--- src/rtl/fir_mac_pkg.sv ---
package fir_mac_pkg;

  // Issue tag that travels with each tap through the pipeline
  typedef struct packed {
    logic vld;    // a tap is in flight
    logic first;  // tap 0: accumulator restarts
    logic last;   // final tap of this dot product
    logic zero;   // history slot not yet filled since reset
  } fir_tag_t;

  // Constant tap vector: even taps positive, odd taps negative
  function automatic int tap_coef(input int k);
    return (k % 2 == 0) ? (k + 1) : -(k + 1);
  endfunction

endpackage

--- src/rtl/fir_sample_ram.sv ---
module fir_sample_ram #(
  parameter int DATA_W = 16,
  parameter int DEPTH  = 8,
  localparam int AW    = $clog2(DEPTH)
) (
  input  logic              clk,
  input  logic              we,
  input  logic [AW-1:0]     waddr,
  input  logic [DATA_W-1:0] wdata,
  input  logic [AW-1:0]     raddr,
  output logic [DATA_W-1:0] rdata
);

  logic [DATA_W-1:0] mem [DEPTH];

  // Simple dual-port, registered read: maps to block RAM
  always_ff @(posedge clk) begin
    if (we) mem[waddr] <= wdata;
    rdata <= mem[raddr];
  end

endmodule

--- src/rtl/fir_coef_rom.sv ---
module fir_coef_rom
  import fir_mac_pkg::*;
#(
  parameter int COEF_W = 16,
  parameter int DEPTH  = 8,
  localparam int AW    = $clog2(DEPTH)
) (
  input  logic              clk,
  input  logic [AW-1:0]     addr,
  output logic [COEF_W-1:0] q
);

  logic [COEF_W-1:0] rom [DEPTH];

  generate
    for (genvar i = 0; i < DEPTH; i++) begin : g_fill
      assign rom[i] = COEF_W'(tap_coef(i));
    end
  endgenerate

  always_ff @(posedge clk) begin
    q <= rom[addr];
  end

endmodule

--- src/rtl/fir_ctrl.sv ---
module fir_ctrl
  import fir_mac_pkg::*;
#(
  parameter int TAPS  = 8,
  localparam int PW   = $clog2(TAPS),
  localparam int CW   = PW + 1
) (
  input  logic          clk,
  input  logic          rst,
  input  logic          in_valid,
  input  logic          acc_done,
  output logic          in_ready,
  output logic          we,
  output logic [PW-1:0] waddr,
  output logic [PW-1:0] raddr,
  output logic [PW-1:0] caddr,
  output fir_tag_t      tag
);

  typedef enum logic [1:0] {S_IDLE, S_RUN, S_DRAIN} state_t;

  localparam logic [PW-1:0] LAST_K = PW'(TAPS - 1);
  localparam logic [CW-1:0] FULL   = CW'(TAPS);

  state_t        state;
  logic [PW-1:0] wr_ptr, rd_ptr, tap_k;
  logic [CW-1:0] fill;
  logic          take;

  assign in_ready = (state == S_IDLE);
  assign take     = in_valid && in_ready;
  assign we       = take;
  assign waddr    = wr_ptr;
  assign raddr    = rd_ptr;
  assign caddr    = tap_k;

  always_comb begin
    tag       = '0;
    tag.vld   = (state == S_RUN);
    tag.first = (state == S_RUN) && (tap_k == '0);
    tag.last  = (state == S_RUN) && (tap_k == LAST_K);
    tag.zero  = ({1'b0, tap_k} >= fill);
  end

  always_ff @(posedge clk) begin
    if (rst) begin
      state  <= S_IDLE;
      wr_ptr <= '0;
      rd_ptr <= '0;
      tap_k  <= '0;
      fill   <= '0;
    end else begin
      case (state)
        S_IDLE: if (take) begin
          rd_ptr <= wr_ptr;
          wr_ptr <= (wr_ptr == LAST_K) ? '0 : wr_ptr + 1'b1;
          tap_k  <= '0;
          if (fill != FULL) fill <= fill + 1'b1;
          state  <= S_RUN;
        end
        S_RUN: begin
          rd_ptr <= (rd_ptr == '0) ? LAST_K : rd_ptr - 1'b1;
          tap_k  <= tap_k + 1'b1;
          if (tap_k == LAST_K) state <= S_DRAIN;
        end
        S_DRAIN: if (acc_done) state <= S_IDLE;
        default: state <= S_IDLE;
      endcase
    end
  end

endmodule

--- src/rtl/fir_mac_dp.sv ---
module fir_mac_dp
  import fir_mac_pkg::*;
#(
  parameter int DATA_W = 16,
  parameter int COEF_W = 16,
  parameter int GUARD_W = 8,
  parameter int OUT_W  = 16,
  localparam int PROD_W = DATA_W + COEF_W,
  localparam int ACC_W  = PROD_W + GUARD_W
) (
  input  logic              clk,
  input  logic              rst,
  input  fir_tag_t          tag_i,
  input  logic [DATA_W-1:0] smp_q,
  input  logic [COEF_W-1:0] coef_q,
  output logic              acc_done,
  output logic              out_valid,
  output logic [OUT_W-1:0]  out_data
);

  localparam logic signed [ACC_W-1:0] SAT_HI =
    {{(ACC_W-OUT_W+1){1'b0}}, {(OUT_W-1){1'b1}}};
  localparam logic signed [ACC_W-1:0] SAT_LO =
    {{(ACC_W-OUT_W+1){1'b1}}, {(OUT_W-1){1'b0}}};

  fir_tag_t                 s1_tag, s2_tag;
  logic signed [DATA_W-1:0] opnd_x;
  logic signed [COEF_W-1:0] opnd_h;
  logic signed [PROD_W-1:0] prod;
  logic signed [ACC_W-1:0]  acc, prod_ext, acc_base;
  logic                     s3_last;

  // Stage 1: tag aligned with the registered memory outputs
  always_ff @(posedge clk) begin
    if (rst) s1_tag <= '0;
    else     s1_tag <= tag_i;
  end

  assign opnd_x = s1_tag.zero ? '0 : $signed(smp_q);
  assign opnd_h = $signed(coef_q);

  // Stage 2: product register
  always_ff @(posedge clk) begin
    if (rst) s2_tag <= '0;
    else     s2_tag <= s1_tag;
    prod <= opnd_x * opnd_h;
  end

  assign prod_ext = {{GUARD_W{prod[PROD_W-1]}}, prod};
  assign acc_base = s2_tag.first ? '0 : acc;

  // Stage 3: guard-bit accumulator, cleared on the first tap
  always_ff @(posedge clk) begin
    if (rst) begin
      acc     <= '0;
      s3_last <= 1'b0;
    end else begin
      if (s2_tag.vld) acc <= acc_base + prod_ext;
      s3_last <= s2_tag.vld && s2_tag.last;
    end
  end

  assign acc_done = s3_last;

  // Stage 4: clamp to output width, registered
  always_ff @(posedge clk) begin
    if (rst) begin
      out_valid <= 1'b0;
      out_data  <= '0;
    end else begin
      out_valid <= s3_last;
      if (s3_last) begin
        if (acc > SAT_HI)      out_data <= SAT_HI[OUT_W-1:0];
        else if (acc < SAT_LO) out_data <= SAT_LO[OUT_W-1:0];
        else                   out_data <= acc[OUT_W-1:0];
      end
    end
  end

endmodule

--- src/rtl/fir_mac_engine.sv ---
module fir_mac_engine
  import fir_mac_pkg::*;
#(
  parameter int TAPS    = 8,
  parameter int DATA_W  = 16,
  parameter int COEF_W  = 16,
  parameter int GUARD_W = 8,
  parameter int OUT_W   = 16
) (
  input  logic              clk,
  input  logic              rst,
  input  logic              in_valid,
  output logic              in_ready,
  input  logic [DATA_W-1:0] in_data,
  output logic              out_valid,
  output logic [OUT_W-1:0]  out_data
);

  localparam int PW = $clog2(TAPS);

  logic              we, acc_done;
  logic [PW-1:0]     waddr, raddr, caddr;
  logic [DATA_W-1:0] smp_q;
  logic [COEF_W-1:0] coef_q;
  fir_tag_t          tag;

  fir_ctrl #(.TAPS(TAPS)) u_ctrl (
    .clk(clk), .rst(rst), .in_valid(in_valid), .acc_done(acc_done),
    .in_ready(in_ready), .we(we), .waddr(waddr), .raddr(raddr),
    .caddr(caddr), .tag(tag)
  );

  fir_sample_ram #(.DATA_W(DATA_W), .DEPTH(TAPS)) u_hist (
    .clk(clk), .we(we), .waddr(waddr), .wdata(in_data),
    .raddr(raddr), .rdata(smp_q)
  );

  fir_coef_rom #(.COEF_W(COEF_W), .DEPTH(TAPS)) u_coef (
    .clk(clk), .addr(caddr), .q(coef_q)
  );

  fir_mac_dp #(
    .DATA_W(DATA_W), .COEF_W(COEF_W), .GUARD_W(GUARD_W), .OUT_W(OUT_W)
  ) u_dp (
    .clk(clk), .rst(rst), .tag_i(tag), .smp_q(smp_q), .coef_q(coef_q),
    .acc_done(acc_done), .out_valid(out_valid), .out_data(out_data)
  );

endmodule

--- config.mk ---
export PLATFORM = sky130hd
export DESIGN_NAME = fir_mac_engine
export DESIGN_NICKNAME = d
export VERILOG_FILES = /design/src/rtl/fir_mac_pkg.sv /design/src/rtl/fir_sample_ram.sv /design/src/rtl/fir_coef_rom.sv /design/src/rtl/fir_ctrl.sv /design/src/rtl/fir_mac_dp.sv /design/src/rtl/fir_mac_engine.sv
export SDC_FILE = /design/constraint.sdc
export NUM_CORES = 1
export LEC_CHECK = 0
export BUFFER_PORTS_ARGS = -buffer_cell sky130_fd_sc_hd__buf_2
export CAP_MARGIN = 30
export CORE_MARGIN = 8
export CORE_UTILIZATION = 60
export CTS_BUF_LIST = sky130_fd_sc_hd__clkbuf_4
export DETAILED_ROUTE_END_ITERATION = 10
export GPL_ROUTABILITY_DRIVEN = 0
export PLACE_DENSITY = 0.86
export SYNTH_ARGS = -nofsm -noshare
export SYNTH_HDL_FRONTEND = slang
export SYNTH_SLANG_ARGS = --single-unit
export TNS_END_PERCENT = 5
--- constraint.sdc ---
create_clock -name clk -period 7.9 [get_ports clk]
set_input_delay 0.79 -clock clk [delete_from_list [all_inputs] [get_ports clk]]
set_output_delay 0.79 -clock clk [all_outputs]
set_load 0.03 [all_outputs]
==> results of run 1 <==
[stage by stage]
step / worst slack, ns / power (uW)
detailed placement: 0.7231 / 4300
finish: 0.5746 / 5493
global route: 0.2058 / 5944
floorplan: 1.281 / 3749
global placement: 0.8796 / 4179
CTS: 0.6795 / 5518
[cell usage in the layout (no fill, tap or decap), drive strengths merged, types with 4 or more instances in the layout]
cell,netlist,routed
a211o,4,4
a211oi,30,30
a21o,28,28
a21oi,89,89
a31o,5,5
a31oi,6,6
and2,28,28
and3,11,11
buf,11,48
clkbuf,52,104
clkinv,1,12
dfxtp,132,132
edfxtp,128,128
fa,198,198
ha,136,136
inv,321,326
mux2,18,18
mux2i,28,28
mux4,32,32
nand2,103,103
nand2b,14,14
nand3,19,19
nand4,23,23
nor2,115,115
nor2b,61,61
nor3,16,16
nor4,10,10
o211ai,6,6
o21a,13,13
o21ai,48,48
o21bai,12,12
or3,7,7
xnor2,52,52
xor2,26,26
[power by group through the flow]
stage | sequential [uW] | clock [uW] | combinational [uW]
after floorplan | 1640 | 0 | 2110
after global placement | 1710 | 0 | 2470
after detailed placement | 1710 | 0 | 2590
after CTS | 1690 | 1220 | 2610
after global routing | 1700 | 1280 | 2960
final | 1690 | 1190 | 2620
[logic make-up after synthesis]
family / count (synthesis)
fa+ha+maj: 335
compound gates: 271
buf+inv: 386
mux: 78
flops: 260
xor+xnor: 78
simple gates: 417
[Yosys cell counts, types with 16 or more instances]
master / count / area [sq um]
inv_1: 321 / 1205
dfxtp_1: 132 / 2643
nand2_1: 102 / 382.9
mux4_2: 32 / 720.7
and2_1: 28 / 175.2
nand4_1: 22 / 137.6
o21ai_0: 36 / 180.2
xnor2_1: 52 / 455.4
xor2_1: 26 / 227.7
mux2_2: 17 / 191.4
nand3_1: 18 / 90.09
nor2_1: 114 / 427.9
mux2i_1: 28 / 280.3
a211oi_1: 28 / 210.2
ha_1: 136 / 1702
nor3_1: 16 / 80.08
a21o_1: 25 / 187.7
a21oi_1: 83 / 415.4
edfxtp_1: 128 / 3844
nor2b_1: 60 / 375.4
fa_1: 198 / 3964
clkbuf_1: 48 / 180.2
[how the worst max path moves through the flow]
stage / slack (ns) / cells after the start / end
after floorplan: 1.28 / 25 / u_dp.prod[31]
after global placement: 0.88 / 21 / u_dp.prod[31]
after detailed placement: 0.72 / 21 / u_dp.prod[31]
after CTS: 0.68 / 21 / u_dp.prod[31]
after global routing: 0.21 / 21 / u_dp.prod[31]
final: 0.57 / 21 / u_dp.prod[31]
[sequential cells by signal, summed over array words and instances, names as in the netlist, 2 cells and up]
| signal | flops |
|---|---|
| u_ctrl.state | 2 |
| u_dp.s2_tag | 3 |
| u_dp.prod | 32 |
| u_dp.acc | 40 |
| u_dp.out_data | 16 |
| u_hist.rdata | 16 |
| u_ctrl.fill | 4 |
| u_hist.mem | 128 |
| u_ctrl.caddr | 3 |
| u_dp.s1_tag | 4 |
| u_coef.q | 4 |
| u_ctrl.waddr | 3 |
| u_ctrl.raddr | 3 |
[area by class of cell]
cell class	count	area (sq um)	share of cell area (%)
inverter	322	1209	5.774
tap	442	553.0	2.642
antenna	2	5.005	0.02391
clock buffer	104	780.7	3.730
sequential	260	6489	31.00
clock inverter	17	101.3	0.4841
timing repair buffer	48	270.3	1.291
multi-input combinational	1179	11530	55.06
[per-layer routing]
layer / part of all wire (%) / wire, um / vias to the layer above
li1: - / - / 6236
met1: 38 / 16820 / 6633
met4: 5.4 / 2399 / 2
met2: 50 / 22160 / 543
met5: 0.025 / 11 / -
met3: 6.5 / 2893 / 166
[worst reg2reg max path, stage by stage, from the launching register on]
cell and delay [ns]:
dfxtp_1 0.42, nor2b_1 0.86, nand2_1 0.29, inv_1 0.14
fa_1 0.65, fa_1 0.55, fa_1 0.54, fa_1 0.44
fa_1 0.55, inv_1 0.05, fa_1 0.52, inv_1 0.04
ha_1 0.36, a211oi_1 0.23, o211ai_1 0.11, a31o_1 0.24
a211oi_1 0.23, o21ai_1 0.19, a211oi_2 0.29, o21ai_1 0.12
a41oi_1 0.25, xnor2_1 0.10
==> flow_summary.toml, run 1 <==
[status]
status = "complete, no violations"

[setup_path]
required_ns = 8.48
cp_common_cell = "fa_1"
reg2reg_depth = 21
start_kind = "register"
critPathBufInv = 3
rrSetupSlack_ns = 0.57
crit_arrival_ns = 7.91
rr_endpoint = "u_dp.prod[31]"
worstPathMaxFanout = 15
critPathCaptureType = "register"
critPathKind = "reg2reg"
slowest_delay_ns = 0.86
path_cells = "nor2b_1 > nand2_1 > inv_1 > fa_1 > fa_1 > fa_1 > fa_1 > fa_1 > inv_1 > fa_1 > inv_1 > ha_1 > a211oi_1 > o211ai_1 > a31o_1 > a211oi_1 > o21ai_1 > a211oi_2 > o21ai_1 > a41oi_1 > xnor2_1"
critPathTopFamily = "adder cells"
crit_path_top_delay_cell = "nor2b_1"
critPathLaunch = "u_dp.s1_tag[0]"
r2r_start = "u_dp.s1_tag[0]"

[worst_hold_path]
min_path_cells = 1
worstHoldEndpoint = "u_hist.mem[0][12]"
min_path_type = "in2reg"
hold_path.startpoint = "in_data[12]"

[global_routing]
grt_pass1_vias = 14290
grt_use_met1_pct = 26.48
grt.busiest_layer = "met2"
grt_pass1_wl_mm = 71.44
grt_max_degree = 81
globalRouteOverflowTotal = 0
use_met2_pct = 40.63
antenna_found_initial = 3
gr-usage-met3_pct = 4.695
grt_use_total_pct = 23.34

[power_and_ir_drop]
p_leak_uw = 0.009340
power-per-cell-area_mw_per_mm2 = 262.4
p_sw_share_pct = 41.01
p_clk_share_pct = 21.6
combPwrFrac_pct = 47.6
vdd_drop_max_uv = 212.0
p_sw_uw = 2253
p_seq_share_pct = 30.8
p_int_uw = 3240

[sta]
rsz0062_at_grt = "no"
whs_ns = 0.3256
tns_ns = 0
tightest_slew_ns = 1.125
period_needed_ns = 7.325
slew_headroom_pct = 24.87
finalSetupViolations = 0
hold_violations = 0
max_freq_mhz = 136.5
maxSlewViolCount = 0
final.setup_skew_ns = 0.07883
fin_crit_sh_pct = 92.73

[placement]
placedCellCount = 2251
dpl.hpwl_mm = 34.17
placed_area_sq_mm = 0.02005
io_buffer_count = 36

[floorplanning]
io_pins = 37
start_util_pct = 60.41
die_h_um = 196.3
die-area_sq_mm = 0.03853
coreArea_sq_mm = 0.03229
die_x_um = 196.3
num_rows = 66

[clocking]
root_buffer = "clkbuf_4"
cts_made_buffers = 67
post_cts_buffers = 0
postCtsHoldBufs = 0
cts_buffer_depth = 3
clk_pin_slew_worst_paths_ns = 0.08
clk_latency_ns = 0.74
htreeDepth = 3
cts_tree = "yes"
cts_resized = 0
cts_sinks = 260

[synthesis]
synth_area_sq_mm = 0.01950
synth_compound_area_share_pct = 9.398
synthMuxAreaShare_pct = 6.171
ys.flop_type = "dfxtp_1"
yosysUniqueCellTypes = 87
syn-instance-count = 1825
syn_nets = 2178
yosys_register_bits = 260
yosys.area_share.simple_pct = 10.66
seq_area_frac_synth_pct = 33.25
synth-edff-count = 128
synthArstFlopShare_pct = 0
yosys_warnings = 0
synthXorXnorAreaFrac_pct = 3.502
synthAdderAreaFrac_pct = 29.10
avgSynthCellArea_sq_um = 10.69
synth_top_family_by_area = "adder cells"

[cells_and_area]
syn_to_final_growth_pct = 7.326
stdcell_area_sq_mm = 0.02093
fillers = 2332
final_util_pct = 64.83
drive_gt1_share_pct = 13.21
finalNonFillerCells = 2374
fin_nets = 2231

[routing]
drc_errors = 0
finalWirelength_mm = 44.28
vias = 13580
vias_per_cell = 5.720
drtPass1Iterations = 5
wl_per_cell_um = 18.65
drt-initial-drc-count = 983
postRouteAntennaNets = 0

[run]
drv_cap = 0
Power figures use the tool's default switching activity.
==> inputs of run 2 (changes only) <==
- CTS_BUF_LIST: sky130_fd_sc_hd__clkbuf_4 -> sky130_fd_sc_hd__clkbuf_8
==> run 2 against run 1 <==
Effect of this change:
- sequential power hardly changed
- clock skew is 0.045 ns lower
- highest routed layer unchanged
- combinational power hardly changed
- cell count is 1.9% lower
- fmax is 0.46% higher
- largest cell class unchanged
==> flow_summary.toml, run 2 (same netlist as run 1, synthesis figures left out) <==
[power_and_ir_drop]
p_sw_uw = 2226
p_sw_share_pct = 40.38
p_int_uw = 3287
combPwrFrac_pct = 47.4
p_clk_share_pct = 22.0
power.total_uw = 5513
p_leak_uw = 0.009310
p_seq_share_pct = 30.6
vdd_drop_max_uv = 221.1
power-per-cell-area_mw_per_mm2 = 263.3

[cells_and_area]
layout_commonest_cell = "inv_1"
antenna_cells = 0
drive_gt1_share_pct = 10.76
fin_nets = 2206
stdcell_area_sq_mm = 0.02093
final_cell_mix = "334 x inv_1, 198 x fa_1, 136 x ha_1"
top_register = "u_hist.mem"
fillers = 2340
top_regs = "u_hist.mem x128, u_dp.acc x40, u_dp.prod x32"
syn_to_final_growth_pct = 7.319
largest_reg_flops = 128

[setup_path]
critPathKind = "reg2reg"
required_ns = 8.35
reg2reg_depth = 21
r2r_start = "u_dp.s1_tag[0]"
crit_arrival_ns = 7.75
worstPathMaxFanout = 15
rr_endpoint = "u_dp.prod[31]"
rrSetupSlack_ns = 0.61
critPathLaunch = "u_dp.s1_tag[0]"
start_kind = "register"
critPathCaptureType = "register"

[worst_hold_path]
min_path_type = "reg2reg"
worstHoldEndpoint = "u_coef.q[14]"
hold_path.startpoint = "u_ctrl.caddr[0]"
min_path_cells = 0

[clocking]
cts_buffer_depth = 3
post_cts_buffers = 0
cts_sinks = 260
cts_made_buffers = 42
postCtsHoldBufs = 0
root_buffer = "clkbuf_8"
cts_tree = "yes"
clk_latency_ns = 0.59
clk_pin_slew_worst_paths_ns = 0.07
cts_resized = 0
htreeDepth = 2

[floorplanning]
num_rows = 66
die-area_sq_mm = 0.03853
die_h_um = 196.3
io_pins = 37
start_util_pct = 60.41
coreArea_sq_mm = 0.03229
die_x_um = 196.3

[routing]
drtPass1Iterations = 5
vias = 13400
finalWirelength_mm = 44.16
vias_per_cell = 5.752
drc_errors = 0
drt-initial-drc-count = 934
wl_per_cell_um = 18.96
postRouteAntennaNets = 0

[placement]
placed_area_sq_mm = 0.02005
dpl.hpwl_mm = 34.17
io_buffer_count = 36

[status]
status = "complete, no violations"

[sta]
max_freq_mhz = 137.1
period_needed_ns = 7.292
maxSlewViolCount = 0
fin_crit_sh_pct = 92.31
tightest_slew_ns = 1.074
finalSetupViolations = 0
rsz0062_at_grt = "no"
hold_violations = 0
final.setup_skew_ns = 0.03374
slew_headroom_pct = 28.25
tns_ns = 0

[global_routing]
grt_use_total_pct = 23.15
grt_max_degree = 81
antenna_found_initial = 1
grt_pass1_vias = 14070
globalRouteOverflowTotal = 0
grt_pass1_wl_mm = 71.12

[run]
drv_cap = 0
## run 2: worst max path at each step
stage                               end  cells after the start  slack, ns
after floorplan           u_dp.prod[31]                     25       1.28
after global routing      u_dp.prod[31]                     21       0.20
final                     u_dp.prod[31]                     21       0.61
after detailed placement  u_dp.prod[31]                     21       0.72
after global placement    u_dp.prod[31]                     21       0.88
after CTS                 u_dp.prod[31]                     21       0.68
## run 2: power by group through the flow
| stage | clock, uW | combinational, uW | sequential (uW) |
|---|---|---|---|
| 2_1_floorplan | 0 | 2110 | 1640 |
| 3_3_place_gp | 0 | 2470 | 1710 |
| 3_5_place_dp | 0 | 2590 | 1710 |
| 4_1_cts | 1230 | 2610 | 1690 |
| 5_1_grt | 1290 | 2960 | 1700 |
| 6_report | 1210 | 2610 | 1690 |
## run 2: final cells by class
cell class / instances / area (sq um) / share of cell area [%]
Clock buffer: 47 / 646.9 / 3.090
Clock inverter: 31 / 239.0 / 1.142
Inverter: 322 / 1209 / 5.774
Multi-Input combinational cell: 1179 / 11530 / 55.06
Sequential cell: 260 / 6489 / 31.00
Tap cell: 442 / 553.0 / 2.642
Timing Repair Buffer: 48 / 270.3 / 1.291
## run 2: through the flow
stage / util, % / setup WS (ns) / hold slack [ns] / std cells
2_1_floorplan: - / 1.281 / 0.3782 / 1825
3_3_place_gp: 62.09 / 0.8796 / 0.4228 / 2251
3_5_place_dp: 62.09 / 0.7231 / 0.4301 / 2251
4_1_cts: 64.83 / 0.6830 / 0.4397 / 2329
5_1_grt: 64.83 / 0.1978 / 0.4362 / 2329
6_report: 64.83 / 0.6079 / 0.4312 / 2329
## run 2: metal layers
metal	global-route usage, %	up-vias	part of all wire, %
met5	0	-	0.029
met4	13.00	2	5.6
met3	4.147	159	6.7
met2	40.47	537	49
met1	26.60	6552	38
li1	-	6147	-
## run 2: critical path: stages (launching register included)
cell and delay, ns:
dfxtp_1 0.41, nor2b_1 0.87, nand2_1 0.29, inv_1 0.14, fa_1 0.64, fa_1 0.54
fa_1 0.53, fa_1 0.44, fa_1 0.55, inv_1 0.05, fa_1 0.52, inv_1 0.04
ha_1 0.36, a211oi_1 0.23, o211ai_1 0.11, a31o_1 0.24, a211oi_1 0.23, o21ai_1 0.19
a211oi_2 0.29, o21ai_1 0.12, a41oi_1 0.25, xnor2_1 0.10
==> inputs of run 3 (changes only) <==
- CORE_UTILIZATION: 60 -> 65
- PLACE_DENSITY: 0.86 -> 0.91
- clock period: 7.9 -> 7.4 ns (I/O delays scaled with it)
==> run 3 against run 2 <==
Effect of this change:
- fmax rose by 2.9%
- clock power decreased by 3%
- sequential share of layout area is 0.12 points higher
- critical endpoint unchanged
- largest power group unchanged
==> flow_summary.toml, run 3 (same netlist as run 1, synthesis figures left out) <==
[floorplanning]
start_util_pct = 65.99
num_rows = 63
die-area_sq_mm = 0.03581
io_pins = 37
coreArea_sq_mm = 0.02956
die_x_um = 189.2
die_h_um = 189.2

[global_routing]
globalRouteOverflowTotal = 0
grt_pass1_vias = 14830
grt_pass1_wl_mm = 74.76
grt_use_total_pct = 26.14
grt_max_degree = 81
antenna_found_initial = 1

[placement]
placed_area_sq_mm = 0.02003
placedCellCount = 2204
dpl.hpwl_mm = 34.85
io_buffer_count = 36

[sta]
max_freq_mhz = 141.2
maxSlewViolCount = 0
tightest_slew_ns = 1.038
rsz0062_at_grt = "no"
final.setup_skew_ns = 0.03728
hold_violations = 0
whs_ns = 0.4283
tns_ns = 0
finalSetupViolations = 0
fin_crit_sh_pct = 95.73
slew_headroom_pct = 30.68
period_needed_ns = 7.084

[routing]
vias_per_cell = 6.020
postRouteAntennaNets = 0
drt-initial-drc-count = 1060
vias = 13740
wl_per_cell_um = 20.28
drtPass1Iterations = 5
drc_errors = 0
finalWirelength_mm = 46.30

[power_and_ir_drop]
power.total_uw = 5861
power-per-cell-area_mw_per_mm2 = 281.0
vdd_drop_max_uv = 220.9
p_leak_uw = 0.009296

[cells_and_area]
drive_gt1_share_pct = 10.83
top_register = "u_hist.mem"
top_regs = "u_hist.mem x128, u_dp.acc x40, u_dp.prod x32"
largest_reg_flops = 128
stdcell_area_sq_mm = 0.02086
fin_nets = 2215
finalNonFillerCells = 2283
layout_commonest_cell = "inv_1"
syn_to_final_growth_pct = 6.934
antenna_cells = 0
final_cell_mix = "337 x inv_1, 197 x fa_1, 136 x ha_1"

[clocking]
cts_tree = "yes"
cts_made_buffers = 42
postCtsHoldBufs = 0
cts_buffer_depth = 3
htreeDepth = 2
clk_latency_ns = 0.59
cts_sinks = 260
clk_pin_slew_worst_paths_ns = 0.06
root_buffer = "clkbuf_8"

[setup_path]
critPathKind = "reg2reg"
start_kind = "register"
crit_arrival_ns = 7.53
required_ns = 7.85
critPathCaptureType = "register"
worstPathMaxFanout = 9

[worst_hold_path]
min_path_type = "in2reg"

[run]
drv_cap = 0

[status]
status = "complete, no violations"
run 3: cell count changes in the layout (fill, tap and decap cells not counted), sizes merged:
cell,before,now
bufinv,3,1
clkinv,12,8
buf,48,57
clkinvlp,2,5
clkbuf,47,44
inv,336,339
run 3: power by group:
group | total [uW] | internal [uW] | leakage [uW] | switching (uW)
Clock | 1170 | 594 | 0.000451 | 576
Sequential | 1800 | 1670 | 0.00225 | 129
Combinational | 2890 | 1160 | 0.00660 | 1730
run 3: per-layer routing:
layer | wire length, um | vias to the layer above | global-route usage [%]
met4 | 2772 | 0 | 15.39
met3 | 3267 | 199 | 5.445
met2 | 23370 | 652 | 45.82
met5 | 0 | - | 0
met1 | 16880 | 6739 | 29.10
li1 | - | 6154 | -
run 3: metrics by stage:
stage / setup WS (ns) / utilization (%)
after global placement: 0.5468 / 67.70
final: 0.3162 / 70.56
after detailed placement: 0.2721 / 67.77
after global routing: 0.02966 / 70.56
after CTS: 0.1570 / 70.43
after floorplan: 0.7806 / -
run 3: worst max-delay path, stage by stage (launching register included):
cell and delay (ns):
dfxtp_1 0.34, inv_1 0.07, nor2_2 0.38, nand2_1 0.29, inv_1 0.23, fa_1 0.55
inv_1 0.12, fa_1 0.41, inv_1 0.09, fa_1 0.42, fa_1 0.55, fa_1 0.57
inv_1 0.07, fa_1 0.54, inv_1 0.05, ha_1 0.38, a211oi_1 0.28, o211ai_1 0.14
a31o_1 0.24, a211oi_1 0.21, o21ai_1 0.18, a211oi_2 0.32, o21ai_1 0.13, a41oi_1 0.28
xnor2_1 0.12
run 3: path summary, 6_finish.rpt:
path              slack, ns                end  cells past startpoint           start
setup / recovery       0.32      u_dp.prod[31]                     24    u_coef.q[14]
hold / removal         0.43  u_hist.mem[1][10]                      1     in_data[10]
setup reg to reg       0.32      u_dp.prod[31]                     24    u_coef.q[14]
hold reg to reg        0.44     u_dp.s2_tag[3]                      1  u_dp.s1_tag[3]
run 3: timing repair:
item                       CTS  global route
gates resized for setup      0             4
setup endpoints to repair    0             5
buffers inserted             0             4
run 3: layout make-up:
type,count,area (sq um)
Multi-Input combinational cell,1179,11530
Timing Repair Buffer,57,350.3
Sequential cell,260,6490
Clock inverter,31,180.2
Inverter,322,1212
Tap cell,390,488.0
Clock buffer,44,605.6
Fill cell,1903,8702
